===== src/rtl/hd_port_pkg.sv =====
`timescale 1ns/1ps
package hd_port_pkg;

    localparam int unsigned PORT_W = 4;

    typedef enum logic [1:0] {
        FSEL_LOW    = 2'b00,
        FSEL_SYS    = 2'b01,
        FSEL_HALF   = 2'b10,
        FSEL_EIGHTH = 2'b11
    } fsel_e;

    typedef enum logic [1:0] {
        LOW_1K  = 2'd0,
        LOW_512 = 2'd1,
        LOW_128 = 2'd2,
        LOW_32  = 2'd3
    } low_rate_e;

    typedef struct packed {
        logic dir_hi;
        logic dir_lo;
    } ctrl_t;

    // Divider tap for the low rate; tap k gives a period of 2^(k+1) clocks.
    function automatic int unsigned low_tap(low_rate_e r);
        case (r)
            LOW_1K:  return 4;
            LOW_512: return 5;
            LOW_128: return 7;
            default: return 9;
        endcase
    endfunction

    function automatic logic [PORT_W-1:0] dir_mask(ctrl_t c);
        return {c.dir_hi, {(PORT_W-1){c.dir_lo}}};
    endfunction

    function automatic logic [PORT_W-1:0] ctrl_word(ctrl_t c);
        return {1'b0, c.dir_hi, 1'b0, c.dir_lo};
    endfunction

endpackage


===== src/rtl/hd_port_sync.sv =====
`timescale 1ns/1ps
module hd_port_sync #(
    parameter int unsigned W      = 4,
    parameter int unsigned STAGES = 2
) (
    input  logic         clk,
    input  logic         rst,
    input  logic [W-1:0] d,
    output logic [W-1:0] q
);
    logic [W-1:0] chain [STAGES];

    for (genvar s = 0; s < STAGES; s++) begin : g_stage
        if (s == 0) begin : g_first
            always_ff @(posedge clk) begin
                if (rst) chain[s] <= '0;
                else     chain[s] <= d;
            end
        end else begin : g_next
            always_ff @(posedge clk) begin
                if (rst) chain[s] <= '0;
                else     chain[s] <= chain[s-1];
            end
        end
    end

    assign q = chain[STAGES-1];
endmodule


===== src/rtl/hd_port_freqgen.sv =====
`timescale 1ns/1ps
module hd_port_freqgen
    import hd_port_pkg::*;
#(
    parameter low_rate_e LOW_RATE = LOW_1K
) (
    input  logic  clk,
    input  logic  rst,
    input  fsel_e sel,
    output logic  freq
);
    localparam int unsigned LOW_TAP = low_tap(LOW_RATE);
    localparam int unsigned DIV_W   = LOW_TAP + 1;

    logic [DIV_W-1:0] cnt;

    always_ff @(posedge clk) begin
        if (rst) cnt <= '0;
        else     cnt <= cnt + 1'b1;
    end

    always_comb begin
        unique case (sel)
            FSEL_LOW:    freq = cnt[LOW_TAP];
            FSEL_SYS:    freq = clk;
            FSEL_HALF:   freq = cnt[0];
            FSEL_EIGHTH: freq = cnt[2];
            default:     freq = 1'b0;
        endcase
    end
endmodule


===== src/rtl/hd_port_regs.sv =====
`timescale 1ns/1ps
module hd_port_regs
    import hd_port_pkg::*;
(
    input  logic              clk,
    input  logic              rst,
    input  logic              we,
    input  logic              addr_ctrl,
    input  logic [PORT_W-1:0] wdata,
    input  logic [PORT_W-1:0] pin_sync,
    output ctrl_t             ctrl_q,
    output logic [PORT_W-1:0] data_q,
    output logic [PORT_W-1:0] rdata
);
    logic [PORT_W-1:0] out_mask;

    assign out_mask = dir_mask(ctrl_q);

    always_ff @(posedge clk) begin
        if (rst) begin
            ctrl_q <= '0;
            data_q <= '0;
        end else if (we) begin
            if (addr_ctrl) begin
                ctrl_q.dir_lo <= wdata[0];
                ctrl_q.dir_hi <= wdata[2];
            end else begin
                data_q <= (data_q & ~out_mask) | (wdata & out_mask);
            end
        end
    end

    always_comb begin
        if (addr_ctrl) rdata = ctrl_word(ctrl_q);
        else           rdata = (data_q & out_mask) | (pin_sync & ~out_mask);
    end

    // stored bits of input pins survive a data write
    assert_keep_low_R3: assert property (@(posedge clk) disable iff (rst)
        (we && !addr_ctrl && !ctrl_q.dir_lo) |=> (data_q[2:0] == $past(data_q[2:0])));
    assert_keep_high_R3: assert property (@(posedge clk) disable iff (rst)
        (we && !addr_ctrl && !ctrl_q.dir_hi) |=> (data_q[3] == $past(data_q[3])));
endmodule


===== src/rtl/hd_port_pinmux.sv =====
`timescale 1ns/1ps
module hd_port_pinmux
    import hd_port_pkg::*;
(
    input  ctrl_t             ctrl,
    input  logic [PORT_W-1:0] data,
    input  logic              motor_en,
    input  logic              timer_run,
    input  logic              fout_active,
    input  logic              freq,
    output logic [PORT_W-1:0] pin_out,
    output logic [PORT_W-1:0] pin_oe
);
    logic motor_hold;

    assign motor_hold = motor_en && !timer_run;

    always_comb begin
        pin_oe  = dir_mask(ctrl);
        pin_out = motor_hold ? '1 : data;
        if (fout_active) begin
            pin_out[PORT_W-1] = freq;
            pin_oe[PORT_W-1]  = 1'b1;
        end
    end
endmodule


===== src/rtl/hd_port.sv =====
`timescale 1ns/1ps
module hd_port
    import hd_port_pkg::*;
#(
    parameter int unsigned SYNC_STAGES = 2,
    parameter low_rate_e   LOW_RATE    = LOW_1K,
    parameter bit          FORCE_FOUT  = 1'b0
) (
    input  logic       clk,
    input  logic       rst,
    input  logic       bus_we,
    input  logic       bus_addr,
    input  logic [3:0] bus_wdata,
    output logic [3:0] bus_rdata,
    input  logic [3:0] pin_in,
    input  logic       timer_run,
    input  logic       motor_en,
    input  logic       fout_en,
    input  logic [1:0] fout_sel,
    output logic [3:0] pin_out,
    output logic [3:0] pin_oe
);
    ctrl_t             ctrl_q;
    logic [PORT_W-1:0] data_q;
    logic [PORT_W-1:0] pin_sync;
    logic              freq;
    logic              fout_active;
    fsel_e             sel;

    assign sel         = fsel_e'(fout_sel);
    assign fout_active = FORCE_FOUT || fout_en;

    hd_port_sync #(.W(PORT_W), .STAGES(SYNC_STAGES)) u_sync (
        .clk (clk),
        .rst (rst),
        .d   (pin_in),
        .q   (pin_sync)
    );

    hd_port_regs u_regs (
        .clk       (clk),
        .rst       (rst),
        .we        (bus_we),
        .addr_ctrl (bus_addr),
        .wdata     (bus_wdata),
        .pin_sync  (pin_sync),
        .ctrl_q    (ctrl_q),
        .data_q    (data_q),
        .rdata     (bus_rdata)
    );

    hd_port_freqgen #(.LOW_RATE(LOW_RATE)) u_freq (
        .clk  (clk),
        .rst  (rst),
        .sel  (sel),
        .freq (freq)
    );

    hd_port_pinmux u_mux (
        .ctrl        (ctrl_q),
        .data        (data_q),
        .motor_en    (motor_en),
        .timer_run   (timer_run),
        .fout_active (fout_active),
        .freq        (freq),
        .pin_out     (pin_out),
        .pin_oe      (pin_oe)
    );

    // first cycle after reset has no driven pin unless the frequency output owns pin 3
    assert_reset_inputs_R1: assert property (@(posedge clk) disable iff (rst)
        ($past(rst) && !fout_active) |-> (pin_oe == 4'b0000));

    // the three low pins always share one direction
    assert_dir_group_R2: assert property (@(posedge clk) disable iff (rst)
        (pin_oe[2:0] == 3'b000) || (pin_oe[2:0] == 3'b111));

    // idle timer in motor mode holds every driven low pin high
    assert_motor_idle_R6: assert property (@(posedge clk) disable iff (rst)
        (motor_en && !timer_run) |-> ((pin_out[2:0] | ~pin_oe[2:0]) == 3'b111));

    // frequency output always drives pin 3
    assert_fout_drives_R8: assert property (@(posedge clk) disable iff (rst)
        fout_active |-> pin_oe[3]);

    // the two-clock rate changes level on every edge
    assert_half_rate_R9: assert property (@(posedge clk) disable iff (rst)
        (fout_active && sel == FSEL_HALF && $past(fout_active && sel == FSEL_HALF) && !$past(rst))
        |-> (pin_out[3] != $past(pin_out[3])));
endmodule


===== config.mk =====
export PLATFORM = sky130hd
export DESIGN_NAME = hd_port
export DESIGN_NICKNAME = d
export VERILOG_FILES = /design/src/rtl/hd_port_pkg.sv /design/src/rtl/hd_port_sync.sv /design/src/rtl/hd_port_freqgen.sv /design/src/rtl/hd_port_regs.sv /design/src/rtl/hd_port_pinmux.sv /design/src/rtl/hd_port.sv
export SDC_FILE = /design/constraint.sdc
export NUM_CORES = 1
export LEC_CHECK = 0
export ABC_AREA = 1
export BUFFER_PORTS_ARGS = -buffer_cell sky130_fd_sc_hd__buf_2
export CAP_MARGIN = 20
export CORE_ASPECT_RATIO = 0.9
export CORE_MARGIN = 8
export CORE_UTILIZATION = 35
export CTS_CLUSTER_DIAMETER = 40
export DETAILED_ROUTE_END_ITERATION = 8
export PLACE_DENSITY = 0.71
export REMOVE_ABC_BUFFERS = 1
export SLEW_MARGIN = 10
export SYNTH_ARGS = -nofsm -noshare
export SYNTH_HDL_FRONTEND = slang
export SYNTH_SLANG_ARGS = --single-unit

===== constraint.sdc =====
create_clock -name clk -period 1.3 [get_ports clk]
set_clock_uncertainty 0.2 [all_clocks]
set_input_delay 0.13 -clock clk [delete_from_list [all_inputs] [get_ports clk]]
set_output_delay 0.13 -clock clk [all_outputs]
set_load 0.005 [all_outputs]

# [Word-level counts from Yosys, hierarchy flattened]
# Memories as Yosys holds them, arrays and structs flattened.
# Index checks and enable logic that the tools add are counted.
[totals] ff_bits=11 ram_bits=8 out_inout_bits=12 mem_count=1
[mem_list] name="u_sync.chain" depth=2 word_bits=4 read_ports=2 rd_ports_with_merged_regs=0 write_ports=2 line_no="hd_port_sync.sv:11" rtl="logic [W-1:0] chain [STAGES];"
[classes] add_sub_neg=1 n_eq_ne=3 n_mux=10 bitwise_logic=10 reduce_logical=5
[op_table] cell="AND 4 bit" n=4
[op_table] cell="two-way mux 4 bit" n=4
[op_table] cell="bitwise OR 4 bit" n=2
[op_table] cell="adder 5 x 1 -> 5 bit (second input constant)" n=1
[op_table] cell="two-way mux 1 bit" n=5
[op_table] cell="equality test 2 bit (second input constant)" n=2
[op_table] cell="NOT 4 bit" n=1
[op_table] cell="one-hot mux 1 bit (4 select lines)" n=1
[op_table] cell="AND reduction 2 bit" n=2
[op_table] cell="equality test 2 x 1 -> 1 bit (second input constant)" n=1
[op_table] cell="zero test 2 bit" n=1
[op_table] cell="bitwise OR 1 bit" n=2
[op_table] cell="logical AND 1 bit" n=1
[op_table] cell="zero test 1 bit" n=1
[op_table] cell="NOT 1 bit" n=1

# [Depth between registers and ports, before layout]
# Gate-level depths: netlist (run 1).
[logic_depth] ltp_word=4 mapped_depth=5 ltp_nobuf=5

# [Cells and area by module]
# From an unflattened synthesis (run 1), not the netlist that was laid out.
[unflattened] cells_unflattened=123 area_unflattened_um2=858.3
[modules_own_cells] mod="hd_port_regs" n_inst=1 cells_each=52 area_each_um2=320.3
[modules_own_cells] mod="hd_port_sync" n_inst=1 cells_each=25 area_each_um2=231.5
[modules_own_cells] mod="hd_port_freqgen" n_inst=1 cells_each=30 area_each_um2=222.7
[modules_own_cells] mod="hd_port_pinmux" n_inst=1 cells_each=16 area_each_um2=83.8

==> impl_metrics.ini, run 1 <==
[cts]
clk_latency_ps = 400
path_clk_slew_ps = 100
cts_tree = built

[power_and_ir_drop]
ir_drop_v = 0.000803
p_leak_nw = 0.664
p_comb_share_pct = 17.7
p_int_uw = 936
power_density_mw_per_mm2 = 985
power.switching_uw = 342
p_seq_share_pct = 49.0
clockPowerShare_pct = 33.3
p_sw_share_pct = 26.8

[place]
place_congestion = 0.742
placed_area_um2 = 966
post-place-cells = 167
io_buffers = 28
place_hpwl_um = 1400
place_ws_ps = -17.9

[grt]
grt_pass1_wl_um = 3450
grt_pass1_vias = 870
overflow = 0
grt_max_degree = 11
antenna_found_initial = 0
grt_usage_pct = 11.2

[floorplan]
fp-row-count = 16
die_area_mm2 = 0.00412
core_area_mm2 = 0.00218
die_x_um = 66.8
start_util_pct = 37.2
die_y_um = 61.7
io_pins = 29

[sta]
setup_violations = 14
worst_pin_slew_ps = 325
max_freq_ghz = 0.630
fin_crit_ps = 1590
fin_setup_tns_ps = -1310
relSlewSlack_pct = 78.2
rsz0062_at_grt = true
timing.final.ws_setup_ps = -287
finalHoldViolations = 0
drv_slew = 0
finalCritPeriodShare_pct = 122

[worst_setup_path]
critPathCaptureType = output pin
critical_path.top_delay_family = flip-flops
worst_path_max_delay_cell = dfxtp_4
path_class = reg -> out
crit_arrival_ps = 1260
cp_data_required_time_ps = 970
cp_cell_sequence = buf_6, a31oi_1, buf_2
start_kind = flop
crit_fanout = 6
cpPeakStageDelay_ps = 390
critPathBufInv = 2

[finish]
final_cells = 193
syn_to_final_growth_pct = 59.8
final_core_util_pct = 59.5
layout.nets = 185
fill_cells = 176
drive_above_1_share_pct = 39.8
final_area_mm2 = 0.00130
n_antenna_cell = 0

[routing]
dr.pass1.iters = 5
drcViolationCount = 0
routedWlPerCell_um = 11.9
route.vias.total = 889
drt_iter0_markers = 27
wl_um = 2290
viasPerCell = 4.61
ant_nets = 0

[logic_synthesis]
syn_area_per_cell_um2 = 7.06
synth_warnings = 0
ys_ff_latch = 19
yosysSeqAreaShare_pct = 46.8
synth_area_um2 = 812
ys_types = 15
syn_inst = 115

[job]
drv_cap = 0

[min_path]
hold_class = in -> reg

[run_status]
status = complete, but fails checks
violations = setup timing
-- synthesized netlist by cell type --
master,n,area (um^2)
dfxtp_1,19,380
a22oi_1,1,7.51
inv_1,24,90.1
a21oi_1,7,35.0
nand4_1,1,6.26
nand3_1,6,30.0
a31oi_1,1,6.26
xnor2_1,1,8.76
o21ai_0,5,25.0
nand2_1,22,82.6
buf_4,3,22.5
nand3_4,1,17.5
nor2_1,22,82.6
buf_2,1,5.00
ha_1,1,12.5
-- cell type report --
class / instances / area (um^2) / share of cell area (%)
Inverter: 24 / 92.6 / 7.14
Timing Repair Buffer: 48 / 367 / 28.3
Sequential cell: 19 / 403 / 31.1
Clock buffer: 7 / 46.3 / 3.57
Tap cell: 27 / 33.8 / 2.60
Multi-Input combinational cell: 68 / 355 / 27.4
-- tightest hold or removal path, cell delays in order --
cell	delay, ps
buf_2	130
inv_1	140
nand3_4	110
nand2_1	50
nand2_1	50
nor2_1	30
-- power by group through the flow --
stage	clock network, mW	logic, mW	registers, mW
2_1_floorplan	0.0177	0.0657	0.640
3_3_place_gp	0.0216	0.136	0.640
3_5_place_dp	0.0216	0.140	0.642
4_1_cts	0.429	0.200	0.625
5_1_grt	0.471	0.250	0.630
6_report	0.426	0.226	0.627
-- logic make-up after synthesis --
kind of cell             share of synthesized area, %
AO/OA/AOI/OAI                                    9.09
XOR/XNOR                                         1.08
buffers and inverters                            14.5
AND/OR/NAND/NOR                                  27.0
adder cells (fa/ha/maj)                          1.54
flip-flops                                       46.8
-- metal layers --
metal | vias to the layer above | GRT usage [%] | routed length (um)
met5 | - | 0 | 0
met4 | 0 | 8.81 | 64
met3 | 10 | 5.02 | 189
met2 | 38 | 18.8 | 1170
met1 | 391 | 10.8 | 870
li1 | 450 | - | -
-- path summary, 6_finish.rpt --
path	start	endpoint	slack, ps	cells past startpoint
worst max-delay path	u_regs.ctrl_q[0]$_SDFFE_PP0P_	bus_rdata[0]	-290	3
worst min-delay path	bus_addr	flop	70	6
worst max register to register	u_freq.cnt[0]$_SDFF_PP0_	u_freq.cnt[4]$_SDFF_PP0_	60	6
worst min register to register	u_sync.chain[0][1]$_SDFF_PP0_	u_sync.chain[1][1]$_SDFF_PP0_	210	2
-- cells in the final DEF (no fill, tap or decap), drive strengths merged --
master,instances
nand2,22
nand3,7
dlygate4sd3,14
a22oi,1
a31oi,1
buf,35
ha,1
inv,24
nand4,1
a21oi,7
xnor2,1
clkbuf,6
nor2,22
dfxtp,19
o21ai,5
-- timing repair --
item	CTS	global route
resized for setup	26	15
setup endpoints to repair	15	17
hold buffers	15	1
pin swaps	7	5
endpoints found under the hold margin	18	2
setup buffers	4	2
-- per-stage QoR --
step	power, mW	hold slack [ps]
CTS	1.25	28.0
global placement	0.797	130
global route	1.35	89.0
finish	1.28	67.0
floorplan	0.723	-3.31
detailed placement	0.804	139
Power figures use the tool's default switching activity.
==> run 2: changes to the inputs <==
--- a/config.mk
+++ b/config.mk
@@ -8,10 +8,10 @@
 export ABC_AREA = 1
 export BUFFER_PORTS_ARGS = -buffer_cell sky130_fd_sc_hd__buf_2
 export CAP_MARGIN = 20
-export CORE_ASPECT_RATIO = 0.9
+export CORE_ASPECT_RATIO = 1.25
 export CORE_MARGIN = 8
 export CORE_UTILIZATION = 35
-export CTS_CLUSTER_DIAMETER = 40
+export CTS_CLUSTER_DIAMETER = 120
 export DETAILED_ROUTE_END_ITERATION = 8
 export PLACE_DENSITY = 0.71
 export REMOVE_ABC_BUFFERS = 1
==> impl_metrics.ini, run 2 (synthesized netlist as in run 1, its figures left out) <==
[sta]
setup_violations = 15
drv_slew = 0
fin_setup_tns_ps = -1370
fin_crit_ps = 1520
timing.final.ws_setup_ps = -216
worst_pin_slew_ps = 308
finalCritPeriodShare_pct = 117
hold_slack_ps = 38.1
max_freq_ghz = 0.660
rsz0062_at_grt = true
relSlewSlack_pct = 79.4
finalHoldViolations = 0

[power_and_ir_drop]
power_density_mw_per_mm2 = 996
totalPowerFinal_mw = 1.26
p_sw_share_pct = 27.0
p_seq_share_pct = 49.8
p_int_uw = 922
power.switching_uw = 341
ir_drop_v = 0.000769
p_comb_share_pct = 16.6
p_leak_nw = 0.655
clockPowerShare_pct = 33.6

[worst_setup_path]
critPathBufInv = 1
critical_path.top_delay_family = flip-flops
start_kind = flop
r2r_start = u_freq.cnt[0]$_SDFF_PP0_
worst_path_max_delay_cell = dfxtp_4
crit_fanout = 8
critPathCaptureType = output pin
r2r_cells = 6
cpPeakStageDelay_ps = 420
cp_data_required_time_ps = 970
rrSetupSlack_ps = 100
crit_arrival_ps = 1190
r2r_end = u_freq.cnt[4]$_SDFF_PP0_
path_class = reg -> out
cp_cell_sequence = a21oi_2, a22oi_1, buf_2

[routing]
dr.pass1.iters = 4
ant_nets = 0
routedWlPerCell_um = 11.3
route.vias.total = 861
wl_um = 2210
viasPerCell = 4.39
drcViolationCount = 0
drt_iter0_markers = 26

[finish]
final_cells = 196
layout.cells.most_common = buf_2
drive_above_1_share_pct = 41.2
final_cell_mix = 26 x buf_2, 22 x nor2_1, 19 x inv_1, 16 x nand2_1, 13 x dlygate4sd3_1
layout.nets = 184
n_antenna_cell = 0
syn_to_final_growth_pct = 56.1

[run_status]
violations = setup timing
status = complete, but fails checks

[min_path]
hold_depth = 6
holdCritStartpoint = bus_addr
hold_class = in -> reg

[floorplan]
io_pins = 29
start_util_pct = 36.7
fp-row-count = 19
die_x_um = 59.1
die_y_um = 69.9
die_area_mm2 = 0.00413
core_area_mm2 = 0.00221

[job]
drv_cap = 0

[grt]
antenna_found_initial = 0
grt_usage_pct = 11.9
grt_pass1_wl_um = 3820
overflow = 0
grt_pass1_vias = 985
grt_max_degree = 12

[place]
place_ws_ps = -18.3
io_buffers = 28
post-place-cells = 171
place_hpwl_um = 1480
place_congestion = 0.766

[cts]
cts_tree = built
path_clk_slew_ps = 110
clk_latency_ps = 400
[run 2: changes by cell type in the layout (fill, tap and decap cells not counted), sizes merged]
cell	change
clkbuf	-1
dlygate4sd3	-1
clkinv	+1
[run 2: tightest hold or removal path, cell delays in order]
cell	delay [ps]
buf_2	120
inv_1	130
nand3_1	120
nand2_1	50
nand2_1	50
nor2_1	30
[run 2: final cells by class]
class | count | area (um^2)
clock buffer | 6 | 42.5
clock inverter | 1 | 5.00
fill | 214 | 943
inverter | 24 | 92.6
multi-input combinational | 68 | 358
sequential | 19 | 400
tap | 31 | 38.8
timing repair buffer | 47 | 330
[run 2: power groups by stage]
stage	logic [mW]	clock network, mW	registers, mW
detailed placement	0.141	0.0216	0.643
global route	0.234	0.475	0.632
floorplan	0.0657	0.0177	0.640
finish	0.210	0.425	0.629
CTS	0.201	0.432	0.627
global placement	0.137	0.0216	0.640
[run 2: metal layers]
layer  track usage [%]  share of wire [%]  vias up
met5                 0                  0        -
met4              9.33                1.6        0
met3              5.49                7.1        4
met2              19.3                 52       29
met1              11.1                 39      382
li1                  -                  -      446
[run 2: repair_timing]
| action | in CTS | in global routing |
|---|---|---|
| endpoints found under the hold margin | 18 | 4 |
| setup endpoints to repair | 15 | 21 |
| hold buffers | 16 | 1 |
| resized for setup | 26 | 9 |
| buffers inserted | 4 | 2 |
| pin swaps | 8 | 2 |
[run 2: worst max path at each step]
stage,slack [ps],end,startpoint,depth (start not counted)
finish,-220,bus_rdata[2],u_regs.ctrl_q[0]$_SDFFE_PP0P_,3
global route,-290,bus_rdata[0],u_regs.ctrl_q[0]$_SDFFE_PP0P_,3
CTS,-210,bus_rdata[0],u_regs.ctrl_q[0]$_SDFFE_PP0P_,3
detailed placement,-20,pin_out[3],clk,5
global placement,-20,pin_out[3],clk,5
floorplan,80,pin_out[3],clk,4
[run 2: through the flow]
step / area, um^2 / utilization, %
final: 1270 / 57.3
after global routing: 1270 / 57.3
after CTS: 1250 / 56.6
after detailed placement: 971 / 43.9
after global placement: 971 / 43.9
after floorplan: 785 / -
